$ cat src/rtl/store_fwd_buf.sv
module store_fwd_buf #(
  parameter int AW    = 8,
  parameter int DW    = 16,
  parameter int DEPTH = 4
) (
  input  logic          clk,
  input  logic          rst_n,
  input  logic          st_valid,
  output logic          st_ready,
  input  logic [AW-1:0] st_addr,
  input  logic [DW-1:0] st_data,
  input  logic          ld_valid,
  input  logic [AW-1:0] ld_addr,
  output logic          ld_ready,
  output logic [DW-1:0] ld_rdata,
  input  logic          fence_req,
  input  logic [1:0]    fence_kind,
  output logic          fence_done,
  input  logic          blocked,
  output logic          mem_wr_en,
  output logic [AW-1:0] mem_wr_addr,
  output logic [DW-1:0] mem_wr_data,
  output logic          mem_rd_en,
  output logic [AW-1:0] mem_rd_addr,
  input  logic [DW-1:0] mem_rd_data,
  output logic          q_empty
);
  localparam int PW = $clog2(DEPTH);
  localparam int CW = $clog2(DEPTH + 1);

  logic [AW-1:0] addr_q [DEPTH];
  logic [DW-1:0] data_q [DEPTH];
  logic [PW-1:0] head, tail;
  logic [CW-1:0] count;
  logic          push, pop, hit;
  logic [DW-1:0] hit_data;

  assign q_empty    = (count == '0);
  assign st_ready   = (count != CW'(DEPTH));
  assign push       = st_valid && st_ready;
  assign pop        = !q_empty && !blocked;

  assign mem_wr_en   = pop;
  assign mem_wr_addr = addr_q[head];
  assign mem_wr_data = data_q[head];

  always_comb begin
    hit      = 1'b0;
    hit_data = '0;
    for (int i = 0; i < DEPTH; i++) begin
      logic [PW-1:0] idx;
      idx = head + PW'(i);
      if (CW'(i) < count && addr_q[idx] == ld_addr) begin
        hit      = 1'b1;
        hit_data = data_q[idx];
      end
    end
  end

  assign mem_rd_en   = ld_valid && !hit && !blocked;
  assign mem_rd_addr = ld_addr;
  assign ld_ready    = hit || !blocked;
  assign ld_rdata    = hit ? hit_data : mem_rd_data;

  assign fence_done  = fence_req && (!fence_kind[1] || q_empty);

  always_ff @(posedge clk) begin
    if (!rst_n) begin
      head  <= '0;
      tail  <= '0;
      count <= '0;
    end else begin
      if (push) tail <= tail + 1'b1;
      if (pop)  head <= head + 1'b1;
      count <= count + CW'(push) - CW'(pop);
    end
  end

  always_ff @(posedge clk) begin
    if (push) begin
      addr_q[tail] <= st_addr;
      data_q[tail] <= st_data;
    end
  end
endmodule

$ cat config.mk
export PLATFORM = sky130hd
export DESIGN_NAME = store_fwd_buf
export DESIGN_NICKNAME = d
export VERILOG_FILES = /design/src/rtl/store_fwd_buf.sv
export SDC_FILE = /design/constraint.sdc
export NUM_CORES = 1
export LEC_CHECK = 0
export BUFFER_PORTS_ARGS = -buffer_cell sky130_fd_sc_hd__buf_2
export CORE_MARGIN = 2
export CORE_UTILIZATION = 54
export CTS_BUF_LIST = sky130_fd_sc_hd__clkbuf_8 sky130_fd_sc_hd__clkbuf_16
export DETAILED_ROUTE_END_ITERATION = 12
export PLACE_DENSITY = 0.87
export SLEW_MARGIN = 20
export SYNTH_ARGS = -nofsm -noshare
export SYNTH_HDL_FRONTEND = slang
export SYNTH_SLANG_ARGS = --single-unit
$ cat constraint.sdc
create_clock -name clk -period 7.55 [get_ports clk]
set_input_delay 1.51 -clock clk [delete_from_list [all_inputs] [get_ports clk]]
set_output_delay 1.51 -clock clk [all_outputs]
set_load 0.05 [all_outputs]
After elaboration in Yosys (flattened, before gate mapping). Memories as Yosys holds them, arrays and structs flattened. A register that Yosys moved wholly into a read port is not among the register bits. Cells that the tools add are included.

Output and inout bits: 54. Memories kept: 2. Logic and storage cells: 51. Bits in registers: 7. Bits in writable memories: 96. Input port bits: 56.

Reduce and logical (&&, ||, !) cells: 16. Muxes and demuxes: 15. Equal/unequal tests: 5. $lt $le $gt $ge: 4. $add $sub $neg: 6.

Memories: data_q (words 4, bits a word 16, rd ports 4, clocked after memory_dff 1, write ports 1, RTL line 32) `logic [DW-1:0] data_q [DEPTH];`; addr_q (words 4, bits a word 8, rd ports 4, clocked after memory_dff 1, write ports 1, RTL line 31) `logic [AW-1:0] addr_q [DEPTH];`.

Operators with widths (number): two-way mux 16 bit (5); equality test 8 bit (4); logical AND 1 bit (9); two-way mux 2 bit (4); less-than comparator 1 x 3 -> 1 bit, first input constant (2); less-than comparator 2 x 3 -> 1 bit, first input constant (2); two-way mux 1 bit (6); adder 2 x 1 -> 2 bit, second input constant (2); adder 2 bit, second input constant (2); zero test 1 bit (4); adder 3 x 1 -> 3 bit (1); zero test 3 bit (1); != test 3 bit, second input constant (1); subtractor 3 x 1 -> 3 bit (1); logical OR 1 bit (2).

Logic depth before layout (Yosys ltp). An unclocked memory read counts as a cell.

Depth after elaboration: 10. Gate-level depth with buffers: 13. Mapped depth without buffers: 10.

Worst setup path before layout. Ideal clock, no wire load.

Kind: input-to-output. Start point: in ld_addr[7]. End point: out mem_rd_en. Setup slack: 1427 ps. Stages: 10. Buffers on the path: 4. Data required time: 6040 ps. Arrival: 4613 ps. Cells stage by stage: clkbuf_1 nor3b_1 mux2_2 o2111ai_1 or2_1 clkbuf_1 and3_4 buf_6 buf_6 nor4bb_1.

Longest elaborated chain between the ends: 9. Elaborated cells on any way between the ends: 15. Classes of those cells: eq/ne: 4; mux: 4; reduce/logical: 7.

Ends and longest elaborated chain: start: declaration (RTL line 13) `input logic [AW-1:0] ld_addr,`; equality test 8 bit (RTL line 53) `if (CW'(i) < count && addr_q[idx] == ld_addr) begin`; logical AND 1 bit (RTL line 53); two-way mux 1 bit (3 in a row) (RTL line 53); two-way mux 1 bit (*) (RTL line 53); zero test 1 bit (*) (RTL line 60) `assign mem_rd_en = ld_valid && !hit && !blocked;`; logical AND 1 bit (*) (2 in a row) (RTL line 60); end: declaration (RTL line 23) `output logic mem_rd_en,`.

Every way passes the cells marked *; elsewhere a longest branch is shown, timed or not.

==> run summary <==
The post-synth net total was 565; the count of unresolved DRC violations after routing was 0. The post-placement cell area was 7260 um^2. Power comes to 2420 uW. Derived from the worst setup path, the maximum achievable clock frequency is 161 MHz.

Clock tree synthesis inserted a total of 9 buffers. The clock period could shrink to 6220 ps. The register cell area after layout is 3070 um^2. The pin count of the biggest net entering global routing was 106; the deepest clock path buffer count was 2. The final setup skew is 6.70 ps, and the count of final max-slew check failures is 0.

The via count of the first global-routing pass came out at 4722. The total power per unit cell area is 319 nW/um^2. The proportion of power drawn by combinational gates came out at 0.470.

The worst setup path is of the reg2out kind. The synthesized netlist contains 41 unique library cells. Summed over all nets, the switching power comes to 1000 uW. For the worst setup path, the data arrival time is 4710 ps.

The tools report the kind of end point of the critical path as a primary output. Among all flip-flop cells after synthesis, the most frequent one is sky130_fd_sc_hd__edfxtp_1. The filler cell count in the final layout is 879. The layout cell share with drive strength beyond 1 is 0.387, and the share of power burned in the clock network is 0.188. The largest total area in the synthesized netlist belongs to sky130_fd_sc_hd__edfxtp_1.

The total area inside the core boundary comes to 12100 um^2. Relative to the synthesized area, the layout overhead comes to 13.0%. The die covers 13300 um^2. The tools report the number of cells in the design after placement as 735.

The number of cells upsized or downsized after cts is 0, and the die boundary width is 115 um. The first-pass detailed-route iteration total came out at 5. TritonCTS built the clock tree. In this run, synthesis inferred 96 flip-flops with an integrated enable. The tools report the leakage power total as 0.00258 uW. The share of Yosys cell area claimed by the top area cell type came out at 0.430. The number of I/O pins is 110. Yosys instantiated no cell more often than sky130_fd_sc_hd__edfxtp_1. Once detail routing completed, the nets flagged for antenna violations numbered 0.

The startpoint of the worst register-to-register path was count[1]$_SDFF_PN0_. At the pin with the least slew margin, the transition time is 1080 ps. For the total track usage, the log shows 0.246. The worst hold path begins at tail[1]$_SDFFE_PN0N_. In this run the critical register-to-register path is captured at count[2]$_SDFF_PN0_.

Buffers added to address setup during post-CTS repair amount to 0. The tools report the register-to-register setup slack as 5350 ps. After the last flow step, the layout net total stands at 644. The via count was 4843. Once layout is complete, the cells apart from fillers number 752. Clock tree synthesis found a total of 105 sinks.

The number of synthesized register bits is 105, and the required time of the worst setup path is 6040 ps. The highest ir drop seen on vdd is 0.000155 V. In this run the worst path has a maximum fanout of 18. Cell internal power was estimated by the tool at 1410 uW.

The warning count from the yosys run is 0, and the quantity of hold-fixing buffers added after cts is 0. After clock tree synthesis, the clock-pin slew on the worst setup and hold paths is 70 ps. The switching power share of the total is 0.416, and the later-pin clock latency in the skew report is 360 ps. Ranked by total cell area, the synthesized netlist is headed by sky130_fd_sc_hd__edfxtp_1, sky130_fd_sc_hd__mux4_2, sky130_fd_sc_hd__mux2i_1, sky130_fd_sc_hd__xnor2_1, sky130_fd_sc_hd__dfxtp_1. At the end of routability-driven placement, the weighted congestion stood at 0.886. The number of antenna diodes in the final layout is 0.

In this run the tool buffered the top-level ports with 108 buffer cells. The initial antenna violation count came out at 0. The finished cells cover 7570 um^2. The tree is rooted in a sky130_fd_sc_hd__clkbuf_16. Total count of hold-check failures in the final report: 0.

The flow ran to the end, and the final reports show no timing, DRC or antenna violations. Row generation in the floorplan step produced 40 rows. The average instance in the mapped netlist occupies 13.4 um^2. Setup violations remaining at the end of the flow were counted as 0. The instance count of the mapped netlist was 500.

The violation count after the first detailed-route iteration was 559; the worst reg2reg path depth was 10. Adding up every negative setup slack in the final design gives 0 ps. Counting instances in the post-synthesis netlist gives the leading cell types as sky130_fd_sc_hd__edfxtp_1, sky130_fd_sc_hd__mux4_2, sky130_fd_sc_hd__o21ai_0, sky130_fd_sc_hd__xnor2_1, sky130_fd_sc_hd__a21oi_1. The run gives 0.342 as the share of power burned in registers. Dividing the detail-routed via count by the number of cells gives 6.44. STA classifies the critical path startpoint as a flip-flop.

The tools report the global-route wire length before repair as 24.7 mm. Counting instances, the worst hold path has a depth of 2. The final worst-path cycle share is 0.824, and the post-synthesis instance area is 6710 um^2.

CTS built an H-tree with a depth of 3. The die extent in y is 115 um. The post-synthesis sequential area ratio is 0.457, and the worst slew margin relative to its limit is 0.279. The share of async-settable or async-resettable flops after synthesis works out to 0. The routed design has 16.1 mm of wire. In the final routed layout, each cell accounts on average for 21.5 um. The tool flagged a number of max-cap violations equal to 0. The placed wire-length estimate is 10.4 mm. The path class of the tightest hold or removal check is reg2reg.

For the share of the core filled with cells in the final layout, the log shows 0.628. Summed over all layers, the global routing overflow is 0. The path with the worst hold slack has its endpoint at tail[1]$_SDFFE_PN0N_. The initial cell density of the core is 0.556. The tools report the multi-input gate area in the final layout as 3320 um^2. Setup repair after global routing left no endpoint under its margin.
==> layout by cell type (no fill, tap or decap), types with 15 or more instances in the layout <==
cell type / instances
sky130_fd_sc_hd__mux4_2: 62
sky130_fd_sc_hd__a21oi_1: 25
sky130_fd_sc_hd__mux2_2: 16
sky130_fd_sc_hd__o21ai_0: 31
sky130_fd_sc_hd__buf_2: 108
sky130_fd_sc_hd__nand2_1: 19
sky130_fd_sc_hd__edfxtp_1: 96
sky130_fd_sc_hd__xnor2_1: 26
sky130_fd_sc_hd__mux2i_1: 23
sky130_fd_sc_hd__nor2_1: 19
sky130_fd_sc_hd__a22oi_1: 15
sky130_fd_sc_hd__nor3b_1: 16
sky130_fd_sc_hd__o22ai_1: 16
==> power by group through the flow <==
stage / clock, uW / sequential (uW) / combinational [uW]
after global placement: 0 / 841 / 1080
after CTS: 457 / 843 / 1110
after floorplan: 0 / 755 / 982
after detailed placement: 0 / 855 / 1110
after global routing: 482 / 840 / 1200
final: 454 / 827 / 1140
==> sequential cells by signal, summed over array words and instances, names as in the netlist, named ones only <==
name / flops
head: 2
tail: 2
data_q: 64
count: 3
addr_q: 32
==> worst max-delay path, stage by stage (launching register included) <==
cell and delay [ps]:
sky130_fd_sc_hd__dfxtp_1 880, sky130_fd_sc_hd__mux4_2 630, sky130_fd_sc_hd__xor2_1 180, sky130_fd_sc_hd__nor4_1 380, sky130_fd_sc_hd__nand4_1 920, sky130_fd_sc_hd__and3_4 690, sky130_fd_sc_hd__a21oi_1 250, sky130_fd_sc_hd__a22oi_1 160
sky130_fd_sc_hd__buf_2 250
==> through the flow <==
step           setup slack (ps)  hold slack (ps)
2_1_floorplan              1430              476
3_3_place_gp               1600              491
3_5_place_dp               1560              512
4_1_cts                    1320              522
5_1_grt                    1070              564
6_report                   1330              529
==> layer usage <==
metal | routed length [um] | GRT usage | part of all wire
met5 | 0 | 0 | 0
met4 | 477 | 0.100 | 0.030
met3 | 1250 | 0.0465 | 0.077
met2 | 8240 | 0.398 | 0.51
met1 | 6190 | 0.333 | 0.38
==> area by class of cell <==
cell class,count,area share
clock buffers,9,0.0297
clock inverters,7,0.00826
inverters,12,0.00595
multi-input cells,333,0.439
flip-flops and latches,105,0.405
well taps,168,0.0278
repair buffers,118,0.0839
==> worst max-delay path by stage <==
stage,start,to,slack [ps],depth (start not counted)
detailed placement,ld_addr[7],ld_rdata[1],1560,8
CTS,flip-flop,ld_rdata[1],1320,8
global placement,ld_addr[7],ld_rdata[3],1600,8
finish,flip-flop,ld_rdata[1],1330,8
global route,flip-flop,ld_rdata[1],1070,8
floorplan,ld_addr[7],mem_rd_en,1430,10
==> cells by family (layout without fill, tap and decap cells) <==
kind of cell               count (synthesis)  in the layout  synth area share
muxes                                    101            101             0.269
AOI/OAI and AO/OA                        101            101            0.0909
xor gates and xnor gates                  36             36            0.0470
buffers and inverters                     62            146            0.0483
adders and majority gates                  9              9            0.0179
and+or+nand+nor                           86             86            0.0696
DFF                                      105            105             0.457
Note: power is estimated with default switching activity, not from simulation.
